**config.mk**
```make
export PLATFORM = sky130hd
export DESIGN_NAME = i2c_target
export DESIGN_NICKNAME = d
export VERILOG_FILES = /design/src/rtl/i2c_target_pkg.sv /design/src/rtl/i2c_target_sync.sv /design/src/rtl/i2c_target_linemon.sv /design/src/rtl/i2c_target_engine.sv /design/src/rtl/i2c_target_irq.sv /design/src/rtl/i2c_target.sv
export SDC_FILE = /design/constraint.sdc
export NUM_CORES = 1
export LEC_CHECK = 0
export ABC_AREA = 1
export BUFFER_PORTS_ARGS = -buffer_cell sky130_fd_sc_hd__buf_2
export CAP_MARGIN = 10
export CORE_UTILIZATION = 59
export DETAILED_ROUTE_END_ITERATION = 16
export PLACE_DENSITY = 0.84
export SETUP_SLACK_MARGIN = 0.4
export SLEW_MARGIN = 20
export SYNTH_ARGS = -nofsm -noshare
export SYNTH_HDL_FRONTEND = slang
export SYNTH_SLANG_ARGS = --single-unit
```
**constraint.sdc**
```tcl
create_clock -name clk_i -period 2.9 [get_ports clk_i]
set_input_delay 0.87 -clock clk_i [delete_from_list [all_inputs] [get_ports clk_i]]
set_output_delay 0.87 -clock clk_i [all_outputs]
set_load 0.01 [all_outputs]
```
**src/rtl/i2c_target_pkg.sv**
```systemverilog
`timescale 1ns/1ps
package i2c_target_pkg;
   typedef enum logic [3:0] {
      ST_IDLE, ST_ADDR, ST_ADDR_END, ST_ADDR_ACK,
      ST_RX, ST_RX_END, ST_RX_WAIT, ST_RX_ACK,
      ST_TX_WAIT, ST_TX, ST_TX_ACK, ST_TX_ACK_END
   } tgt_state_e;
   localparam int IRQ_DATA  = 0;
   localparam int IRQ_START = 1;
   localparam int IRQ_STOP  = 2;
   localparam int IRQ_N     = 3;
   localparam int ADDR_W    = 7;
   localparam int BYTE_W    = 8;
endpackage

```
**src/rtl/i2c_target_sync.sv**
```systemverilog
`timescale 1ns/1ps
module i2c_target_sync #(
   parameter int STAGES = 2,
   parameter bit IDLE_VAL = 1'b1
) (
   input  logic clk_i,
   input  logic rst_ni,
   input  logic d_i,
   output logic q_o
);
   generate
      if (STAGES < 2 || STAGES > 4) begin : g_bad_stages
         $error("i2c_target_sync: STAGES must be 2..4");
      end
   endgenerate

   logic [STAGES-1:0] ff_q;

   always_ff @(posedge clk_i or negedge rst_ni) begin
      if (!rst_ni) ff_q <= {STAGES{IDLE_VAL}};
      else         ff_q <= {ff_q[STAGES-2:0], d_i};
   end

   assign q_o = ff_q[STAGES-1];
endmodule

```
**src/rtl/i2c_target_linemon.sv**
```systemverilog
`timescale 1ns/1ps
module i2c_target_linemon #(
   parameter int SYNC_STAGES = 2
) (
   input  logic clk_i,
   input  logic rst_ni,
   input  logic scl_i,
   input  logic sda_i,
   output logic scl_s_o,
   output logic sda_s_o,
   output logic scl_rise_o,
   output logic scl_fall_o,
   output logic start_o,
   output logic stop_o
);
   localparam int LINES = 2;
   logic [LINES-1:0] raw_in, syn;
   logic scl_prev_q, sda_prev_q;

   assign raw_in = {sda_i, scl_i};

   generate
      for (genvar g = 0; g < LINES; g++) begin : g_line
         i2c_target_sync #(.STAGES(SYNC_STAGES), .IDLE_VAL(1'b1)) u_sync (
            .clk_i (clk_i),
            .rst_ni(rst_ni),
            .d_i   (raw_in[g]),
            .q_o   (syn[g])
         );
      end
   endgenerate

   always_ff @(posedge clk_i or negedge rst_ni) begin
      if (!rst_ni) begin
         scl_prev_q <= 1'b1;
         sda_prev_q <= 1'b1;
      end else begin
         scl_prev_q <= syn[0];
         sda_prev_q <= syn[1];
      end
   end

   assign scl_s_o    = syn[0];
   assign sda_s_o    = syn[1];
   assign scl_rise_o = !scl_prev_q && syn[0];
   assign scl_fall_o = scl_prev_q && !syn[0];
   assign start_o    = scl_prev_q && syn[0] && sda_prev_q && !syn[1];
   assign stop_o     = scl_prev_q && syn[0] && !sda_prev_q && syn[1];
endmodule

```
**src/rtl/i2c_target_engine.sv**
```systemverilog
`timescale 1ns/1ps
module i2c_target_engine
   import i2c_target_pkg::*;
(
   input  logic              clk_i,
   input  logic              rst_ni,
   input  logic              scl_s_i,
   input  logic              sda_s_i,
   input  logic              scl_rise_i,
   input  logic              scl_fall_i,
   input  logic              start_i,
   input  logic              stop_i,
   input  logic [ADDR_W-1:0] own_addr_i,
   input  logic              rx_take_i,
   input  logic [BYTE_W-1:0] tx_byte_i,
   input  logic              tx_load_i,
   output logic [BYTE_W-1:0] rx_byte_o,
   output logic              rreq_o,
   output logic              treq_o,
   output logic              scl_pull_o,
   output logic              sda_pull_o,
   output logic              data_ev_o
);
   localparam int CNT_W = $clog2(BYTE_W);
   localparam logic [CNT_W-1:0] LAST_BIT = CNT_W'(BYTE_W - 1);

   tgt_state_e        st_q;
   logic [BYTE_W-1:0] sh_q, rxbuf_q;
   logic [CNT_W-1:0]  bit_q;
   logic              rreq_q, treq_q, sclp_q, sdap_q, dev_q;
   logic              in_wait;

   assign in_wait = (st_q == ST_RX_WAIT) || (st_q == ST_TX_WAIT);

   always_ff @(posedge clk_i or negedge rst_ni) begin
      if (!rst_ni) begin
         st_q    <= ST_IDLE;
         sh_q    <= '0;
         rxbuf_q <= '0;
         bit_q   <= '0;
         rreq_q  <= 1'b0;
         treq_q  <= 1'b0;
         sclp_q  <= 1'b0;
         sdap_q  <= 1'b0;
         dev_q   <= 1'b0;
      end else begin
         dev_q <= 1'b0;
         // clock is let go one cycle after the host service leaves a wait state
         if (sclp_q && !in_wait) sclp_q <= 1'b0;
         if (start_i) begin
            st_q   <= ST_ADDR;
            bit_q  <= '0;
            sdap_q <= 1'b0;
            rreq_q <= 1'b0;
            treq_q <= 1'b0;
         end else if (stop_i) begin
            st_q   <= ST_IDLE;
            sdap_q <= 1'b0;
            rreq_q <= 1'b0;
            treq_q <= 1'b0;
         end else begin
            unique case (st_q)
               ST_ADDR, ST_RX: if (scl_rise_i) begin
                  sh_q  <= {sh_q[BYTE_W-2:0], sda_s_i};
                  bit_q <= bit_q + 1'b1;
                  if (bit_q == LAST_BIT)
                     st_q <= (st_q == ST_ADDR) ? ST_ADDR_END : ST_RX_END;
               end
               ST_ADDR_END: if (scl_fall_i) begin
                  if (sh_q[BYTE_W-1:1] == own_addr_i) begin
                     sdap_q <= 1'b1;
                     st_q   <= ST_ADDR_ACK;
                  end else begin
                     st_q <= ST_IDLE;
                  end
               end
               ST_ADDR_ACK: if (scl_fall_i) begin
                  sdap_q <= 1'b0;
                  bit_q  <= '0;
                  if (sh_q[0]) begin
                     treq_q <= 1'b1;
                     sclp_q <= 1'b1;
                     dev_q  <= 1'b1;
                     st_q   <= ST_TX_WAIT;
                  end else begin
                     st_q <= ST_RX;
                  end
               end
               ST_RX_END: if (scl_fall_i) begin
                  rxbuf_q <= sh_q;
                  rreq_q  <= 1'b1;
                  sclp_q  <= 1'b1;
                  dev_q   <= 1'b1;
                  st_q    <= ST_RX_WAIT;
               end
               ST_RX_WAIT: if (rx_take_i) begin
                  rreq_q <= 1'b0;
                  sdap_q <= 1'b1;
                  st_q   <= ST_RX_ACK;
               end
               ST_RX_ACK: if (scl_fall_i) begin
                  sdap_q <= 1'b0;
                  bit_q  <= '0;
                  st_q   <= ST_RX;
               end
               ST_TX_WAIT: if (tx_load_i) begin
                  sh_q   <= tx_byte_i;
                  sdap_q <= !tx_byte_i[BYTE_W-1];
                  treq_q <= 1'b0;
                  bit_q  <= '0;
                  st_q   <= ST_TX;
               end
               ST_TX: if (scl_fall_i) begin
                  if (bit_q == LAST_BIT) begin
                     sdap_q <= 1'b0;
                     st_q   <= ST_TX_ACK;
                  end else begin
                     sdap_q <= !sh_q[BYTE_W-2];
                     sh_q   <= {sh_q[BYTE_W-2:0], 1'b0};
                     bit_q  <= bit_q + 1'b1;
                  end
               end
               ST_TX_ACK: if (scl_rise_i) begin
                  st_q <= sda_s_i ? ST_IDLE : ST_TX_ACK_END;
               end
               ST_TX_ACK_END: if (scl_fall_i) begin
                  treq_q <= 1'b1;
                  sclp_q <= 1'b1;
                  dev_q  <= 1'b1;
                  st_q   <= ST_TX_WAIT;
               end
               default: ;
            endcase
         end
      end
   end

   assign rx_byte_o  = rxbuf_q;
   assign rreq_o     = rreq_q;
   assign treq_o     = treq_q;
   assign scl_pull_o = sclp_q;
   assign sda_pull_o = sdap_q;
   assign data_ev_o  = dev_q;


   stretch_hold_chk: assert property (@(posedge clk_i) disable iff (!rst_ni)
      (rreq_q || treq_q) |-> sclp_q);


   sda_in_low_phase_chk: assert property (@(posedge clk_i) disable iff (!rst_ni)
      !$stable(sdap_q) |-> !scl_s_i);


   mismatch_quiet_chk: assert property (@(posedge clk_i) disable iff (!rst_ni)
      (st_q == ST_ADDR_END && scl_fall_i && sh_q[BYTE_W-1:1] != own_addr_i
       && !start_i && !stop_i) |=> (!sdap_q && st_q == ST_IDLE));


   nack_release_chk: assert property (@(posedge clk_i) disable iff (!rst_ni)
      (st_q == ST_TX_ACK && scl_rise_i && sda_s_i && !start_i && !stop_i)
      |=> (!sdap_q && !treq_q && st_q == ST_IDLE));


   restart_addr_chk: assert property (@(posedge clk_i) disable iff (!rst_ni)
      start_i |=> (st_q == ST_ADDR && !rreq_q && !treq_q));
endmodule

```
**src/rtl/i2c_target_irq.sv**
```systemverilog
`timescale 1ns/1ps
module i2c_target_irq #(
   parameter int N = 3
) (
   input  logic         clk_i,
   input  logic         rst_ni,
   input  logic [N-1:0] set_i,
   input  logic [N-1:0] clr_i,
   input  logic [N-1:0] mask_i,
   output logic [N-1:0] raw_o,
   output logic         irq_o
);
   generate
      if (N < 1) begin : g_bad_n
         $error("i2c_target_irq: N must be at least 1");
      end
   endgenerate

   logic [N-1:0] raw_q;

   generate
      for (genvar i = 0; i < N; i++) begin : g_cause
         always_ff @(posedge clk_i or negedge rst_ni) begin
            if (!rst_ni)       raw_q[i] <= 1'b0;
            else if (set_i[i]) raw_q[i] <= 1'b1;
            else if (clr_i[i]) raw_q[i] <= 1'b0;
         end


         clear_takes_chk: assert property (@(posedge clk_i) disable iff (!rst_ni)
            (clr_i[i] && !set_i[i]) |=> !raw_q[i]);


         raw_sets_chk: assert property (@(posedge clk_i) disable iff (!rst_ni)
            set_i[i] |=> raw_q[i]);
      end
   endgenerate

   assign raw_o = raw_q;
   assign irq_o = |(raw_q & mask_i);
endmodule

```
**src/rtl/i2c_target.sv**
```systemverilog
`timescale 1ns/1ps
module i2c_target
   import i2c_target_pkg::*;
#(
   parameter int SYNC_STAGES = 2
) (
   input  logic              clk_i,
   input  logic              rst_ni,
   input  logic              scl_i,
   input  logic              sda_i,
   output logic              scl_pull_o,
   output logic              sda_pull_o,
   input  logic [ADDR_W-1:0] own_addr_i,
   output logic [BYTE_W-1:0] rx_byte_o,
   input  logic              rx_take_i,
   input  logic [BYTE_W-1:0] tx_byte_i,
   input  logic              tx_load_i,
   output logic              rreq_o,
   output logic              treq_o,
   input  logic [IRQ_N-1:0]  irq_mask_i,
   input  logic [IRQ_N-1:0]  irq_clr_i,
   output logic [IRQ_N-1:0]  irq_raw_o,
   output logic              irq_o
);
   logic scl_s, sda_s, scl_rise, scl_fall, start_det, stop_det, data_ev;
   logic [IRQ_N-1:0] irq_set;

   i2c_target_linemon #(.SYNC_STAGES(SYNC_STAGES)) u_linemon (
      .clk_i     (clk_i),
      .rst_ni    (rst_ni),
      .scl_i     (scl_i),
      .sda_i     (sda_i),
      .scl_s_o   (scl_s),
      .sda_s_o   (sda_s),
      .scl_rise_o(scl_rise),
      .scl_fall_o(scl_fall),
      .start_o   (start_det),
      .stop_o    (stop_det)
   );

   i2c_target_engine u_engine (
      .clk_i     (clk_i),
      .rst_ni    (rst_ni),
      .scl_s_i   (scl_s),
      .sda_s_i   (sda_s),
      .scl_rise_i(scl_rise),
      .scl_fall_i(scl_fall),
      .start_i   (start_det),
      .stop_i    (stop_det),
      .own_addr_i(own_addr_i),
      .rx_take_i (rx_take_i),
      .tx_byte_i (tx_byte_i),
      .tx_load_i (tx_load_i),
      .rx_byte_o (rx_byte_o),
      .rreq_o    (rreq_o),
      .treq_o    (treq_o),
      .scl_pull_o(scl_pull_o),
      .sda_pull_o(sda_pull_o),
      .data_ev_o (data_ev)
   );

   always_comb begin
      irq_set            = '0;
      irq_set[IRQ_DATA]  = data_ev;
      irq_set[IRQ_START] = start_det;
      irq_set[IRQ_STOP]  = stop_det;
   end

   i2c_target_irq #(.N(IRQ_N)) u_irq (
      .clk_i (clk_i),
      .rst_ni(rst_ni),
      .set_i (irq_set),
      .clr_i (irq_clr_i),
      .mask_i(irq_mask_i),
      .raw_o (irq_raw_o),
      .irq_o (irq_o)
   );
endmodule

```
Yosys cells after proc, flatten, opt, wreduce, memory -nomap -nowiden
Index checks and enable logic that the tools add are counted.
{"block": "totals", "word_cells": 166, "out_inout_bits": 16, "input_bits": 27, "ff_bits": 37}
{"block": "classes", "add_sub_neg": 1, "bitwise_logic": 3, "n_mux": 72, "eq_ne": 38, "n_reduce_logical": 36}
{"op": "$mux 4", "count": 16}
{"op": "$ne 4x4->1 const B", "count": 10}
{"op": "$pmux 4 s10", "count": 1}
{"op": "$mux 1", "count": 35}
{"op": "$mux 8", "count": 4}
{"op": "$mux 3", "count": 8}
{"op": "$pmux 8 s3", "count": 1}
{"op": "$reduce_and 7->1", "count": 3}
{"op": "$eq 4x3->1 const B", "count": 4}
{"op": "$eq 4x4->1 const B", "count": 4}
{"op": "$ne 4x3->1 const B", "count": 4}
{"op": "$reduce_and 13->1", "count": 1}
{"op": "$ne 3x3->1 const B", "count": 4}
{"op": "$pmux 3 s4", "count": 1}
{"op": "$reduce_bool 12->1", "count": 1}
{"op": "$ne 2x2->1 const B", "count": 5}
{"op": "$reduce_bool 5->1", "count": 2}
{"op": "$eq 4x2->1 const B", "count": 2}
{"op": "$logic_and 1x1->1", "count": 8}
{"op": "$eq 7x7->1", "count": 1}
{"op": "$logic_not 1->1", "count": 7}
{"op": "$reduce_bool 7->1", "count": 1}
{"op": "$pmux 1 s2", "count": 3}
{"op": "$reduce_bool 2->1", "count": 3}
{"op": "other kinds (18)", "count": 21}

Logic depth before layout (Yosys ltp)
{"block": "depth", "ltp_word": 10, "depth_mapped": 13, "ltp_nobuf": 12}

Hierarchy
From an unflattened synthesis, not the netlist that was laid out.
{"block": "hier_totals", "cells_unflattened": 295, "area_unflattened_um2": 2164.6}
{"mod": "i2c_target_engine", "seq_area_each_um2": 700.7, "area_each_um2": 1829.3, "instances": 1, "cells_each": 265}
{"mod": "i2c_target_irq", "seq_area_each_um2": 75.1, "area_each_um2": 136.4, "instances": 1, "cells_each": 13}
{"mod": "i2c_target_sync", "seq_area_each_um2": 52.6, "area_each_um2": 52.6, "instances": 2, "cells_each": 2}
{"mod": "i2c_target_linemon", "seq_area_each_um2": 52.6, "area_each_um2": 93.8, "instances": 1, "cells_each": 13}

Least setup slack after synthesis
OpenSTA, ideal clock, no wires.
{"block": "synth_timing", "path_kind": "input to output", "from": "in irq_mask_i[0]", "to": "out irq_o", "path_slack_ns": 1.005, "t_arrival_ns": 1.025, "path_stages": 2, "path_buffers": 0, "required_ns": 2.030, "path_cell_list": "nand2_1 nand3_1"}
{"block": "synth_between", "elab_chain_len": 2}
{"element": "start: declaration", "line_no": "i2c_target.sv:20", "source": "input logic [IRQ_N-1:0] irq_mask_i,"}
{"element": "$and 3x3->3", "line_no": "i2c_target_irq.sv:40", "source": "assign irq_o = |(raw_q & mask_i);"}
{"element": "$reduce_or 3->1", "line_no": "i2c_target_irq.sv:40"}
{"element": "end: declaration", "line_no": "i2c_target.sv:23", "source": "output logic irq_o"}
No other way between the ends.

Worst setup path after layout
{"block": "layout_timing", "from": "reg u_linemon.g_line[0].u_sync.ff_q[1]", "to": "reg u_engine.st_q[3]"}
{"block": "layout_between", "elab_chain_len": 5, "word_cells_on_any_way": 24, "classes_between": "eq/ne (12); mux (2); reduce/logical (10)"}
{"element": "start: declaration", "line_no": "i2c_target_sync.sv:17", "source": "logic [STAGES-1:0] ff_q;"}
{"element": "start signal: assignment", "line_no": "i2c_target_sync.sv:20", "source": "if (!rst_ni) ff_q <= {STAGES{IDLE_VAL}};"}
{"element": "start signal: assignment", "line_no": "i2c_target_sync.sv:21", "source": "else ff_q <= {ff_q[STAGES-2:0], d_i};"}
{"element": "$logic_and 1x1->1", "line_no": "i2c_target_linemon.sv:47, i2c_target_linemon.sv:48"}
{"element": "$logic_and 1x1->1 (on tied branches) (2 in a row)", "line_no": "i2c_target_linemon.sv:47, i2c_target_linemon.sv:48"}
{"element": "$reduce_bool 12->1 (no source line) (tied with other cells)"}
{"element": "$reduce_and 13->1 (no source line) / $mux 4 (equally long branches)"}
{"element": "end signal: assignment", "line_no": "i2c_target_engine.sv:67", "source": "st_q <= (st_q == ST_ADDR) ? ST_ADDR_END : ST_RX_END;"}
{"element": "end signal: assignment", "line_no": "i2c_target_engine.sv:124", "source": "st_q <= sda_s_i ? ST_IDLE : ST_TX_ACK_END;"}
{"element": "end: declaration", "line_no": "i2c_target_engine.sv:27", "source": "tgt_state_e st_q;"}
Parallel ways exist; a longest one is shown, timed or not.
A chain may end at the register's enable or synchronous reset.

==> impl_results.md <==
* Initial antenna violation count at 0
* Final Max Slew Viols at 0
* Cell depth of the worst setup path at 7
* DR iter-0 viols at 202
* Critical path buffers and inverters at 0
* Post-route antenna net violation count at 0
* Final Wtd Congestion at 0.985
* Tmin final at 2.13 ns
* VDD IR max at 537 uV
* Hold Buf Count CTS at 0
* Number of enable flip-flop cells after synthesis at 0
* Wire per inst at 12.8 um
* Cells along the critical path: nand4_1, nand3_1, nand3_1, nor2_1, nand3_2, nand2_1, o21ai_0
* Fin nets at 376
* CP peak stage delay at 0.64 ns
* Via density at 5.39
* Ys async rst share at 100%
* Power, Total at 2.59 mW
* Max FO, Critical Path at 11
* Mapped Cells at 304
* Port Buf Inserts at 42
* Sink Count at 37
* Status: finished, final reports clean
* CTS Root Cell: clkbuf_8
* Die span in y at 63.9 um
* Share of cells above drive strength 1 at 25.9%
* Die W at 63.9 um
* Global route overflow at 0
* Largest net degree at the start of global routing at 38
* Top Family by Delay on Critical Path: simple AND/OR/NAND/NOR gates
* Worst path slowest cell: dfstp_2
* Crit end category: register
* Pwr dens at 995 nW/um2
* Synthesized area at 2260 um2
* Crit path kind: register to register
* RSZ-0062 raised after global routing: no
* Skew-Pair Late Insertion Delay at 0.29 ns
* Final TNS setup at 0 ns
* Setup Skew at 0.00678 ns
* Clock Pin Slew Worst Setup and Hold Paths at 0.08 ns
* Synthesis-to-layout area growth at 15.3%
* Antenna cell count at 0
* Main synth FF type: dfrtp_1
* DRT Pass-1 Iters at 7
* Worst Tran Pin Value at 0.816 ns
* Crit start category: register
* Final hold violation count at 0
* R2R setup slack at 0.77 ns
* Core Area at 3660 um2
* Non-filler cells, final at 396
* Max-cap violation count at 0
* Commonest non-fill, non-tap cell in the layout: nand2_1
* Post-CTS Setup Inserts at 0
* Via count at 2136
* Num ports at 43
* Peak Freq at 469 MHz
* First-pass GRT wire length at 8.78 mm
* Max_slew headroom at 45.6%
* Seq cells post-synth at 37
* Row count at 22
* Syn avg cell area at 7.43 um2
* Commonest cells after routing, fill and taps aside: 97 x nand2_1, 42 x buf_2, 31 x dfrtp_1, 28 x inv_1, 27 x o21ai_0
* CP Data Arrival Time at 2.30 ns
* Util after Layout at 71.2%
* Cts bufs inserted at 5
* DRC Markers at 0
* Number of global-route vias before repair at 1947
* CP most frequent cell: nand3_1
* Clock Path Buffers at 2
* Fillers at 317
* Period Utilization, post-route at 73.5%
* Hold WS at 0.359 ns
* Syn Nets at 333
* Initial Util at 61.7%
* Path type of the worst min-delay path: register to register
* Die area at 4080 um2
* CTS tree: yes
* HPWL Detailed at 3.79 mm
* Total GRT Usage at 28.1%
* Cells after DPL at 388
* # setup viols final at 0
* Clock H-tree levels at 2
* YS warnings at 0
* Worst Hold Depth at 0
* Routed wire length at 5.09 mm
* Sequential share of the synthesized area at 41.3%
* Synth unique cells at 36
* Path depth of the worst reg2reg path at 7
* Leak at 1.39 nW
* Critical Path RT at 3.07 ns
* Post-CTS Resized at 0
[cell usage after synthesis (2+ instances only)]
library cell	number	area [um2]
inv_2	4	15.0
dfstp_2	6	158
nand2_2	5	31.3
mux2_2	2	22.5
nand4_1	4	25.0
nor3_1	4	20.0
buf_2	2	10.0
xnor2_1	2	17.5
inv_1	28	105
a21oi_2	2	17.5
nor2_4	3	33.8
buf_6	2	22.5
o21bai_1	3	22.5
nor2_2	6	37.5
nor2_1	24	90.1
o21ai_0	27	135
o21ai_2	7	61.3
a21oi_1	6	30.0
nand3_1	23	115
dfrtp_1	31	776
nand2_1	97	364
ha_1	2	25.0
[logic make-up after synthesis]
logic type,Yosys count,share of synthesized area [%]
simple gates,172,34.0
flops,37,41.3
mux,3,1.44
fa+ha+maj,2,1.11
compound gates,49,13.7
buf+inv,38,7.25
xor+xnor,3,1.16
[metal layers]
metal,global-route usage [%],vias up,routed length [um]
met5,0,-,0
met4,13.1,0,114
met3,5.71,13,411
met2,45.2,92,2370
met1,36.4,966,2190
li1,-,1065,-
[through the flow]
| step | worst slack (ns) | instance area [um2] |
|---|---|---|
| 3_3_place_gp | 0.824 | 2490 |
| 4_1_cts | 0.808 | 2610 |
| 5_1_grt | 0.539 | 2610 |
| 3_5_place_dp | 0.809 | 2490 |
| 2_1_floorplan | 1.00 | 2260 |
| 6_report | 0.768 | 2610 |
[flip-flops by register name (all words and copies together), names as in the netlist, 3 cells and up]
name                          flops
u_engine.bit_q                    3
u_irq.raw_o                       3
u_engine.st_q                     4
u_engine.sh_q                     8
u_linemon.g_line.u_sync.ff_q      4
u_engine.rx_byte_o                8
[power breakdown]
part	internal (mW)	switching, mW	total (mW)
Sequential	0.695	0.159	0.854
Combinational	0.473	0.802	1.28
Clock	0.279	0.184	0.464
Total	1.45	1.15	2.59
[worst reg2reg max path, stage by stage (launching register included)]
cell	delay, ns
dfstp_2	0.64
nand4_1	0.50
nand3_1	0.32
nand3_1	0.10
nor2_1	0.13
nand3_2	0.15
nand2_1	0.09
o21ai_0	0.09
[worst paths after layout]
| kind | start | endpoint |
|---|---|---|
| hold reg to reg | u_linemon.g_line[0].u_sync.ff_q[0]$_DFF_PN1_ | u_linemon.g_line[0].u_sync.ff_q[1]$_DFF_PN1_ |
| hold / removal | u_linemon.g_line[0].u_sync.ff_q[0]$_DFF_PN1_ | u_linemon.g_line[0].u_sync.ff_q[1]$_DFF_PN1_ |
| max in group asynchronous | rst_ni | u_engine.rx_byte_o[0]$_DFFE_PN0P_ |
| setup reg to reg | u_linemon.g_line[0].u_sync.ff_q[1]$_DFF_PN1_ | u_engine.st_q[3]$_DFFE_PN0P_ |
| setup / recovery | u_linemon.g_line[0].u_sync.ff_q[1]$_DFF_PN1_ | u_engine.st_q[3]$_DFFE_PN0P_ |
| min in group asynchronous | rst_ni | u_irq.raw_o[0]$_DFFE_PN0P_ |
[area by class of cell]
cell class	count	area, um2	area share (%)
Tap cell	48	60.1	2.30
Sequential cell	37	933	35.8
Timing Repair Buffer	42	210	8.07
Clock inverter	2	37.5	1.44
Clock buffer	6	82.6	3.17
Inverter	32	120	4.61
Multi-Input combinational cell	229	1160	44.6
No activity file was read; power rests on OpenSTA's default activity.
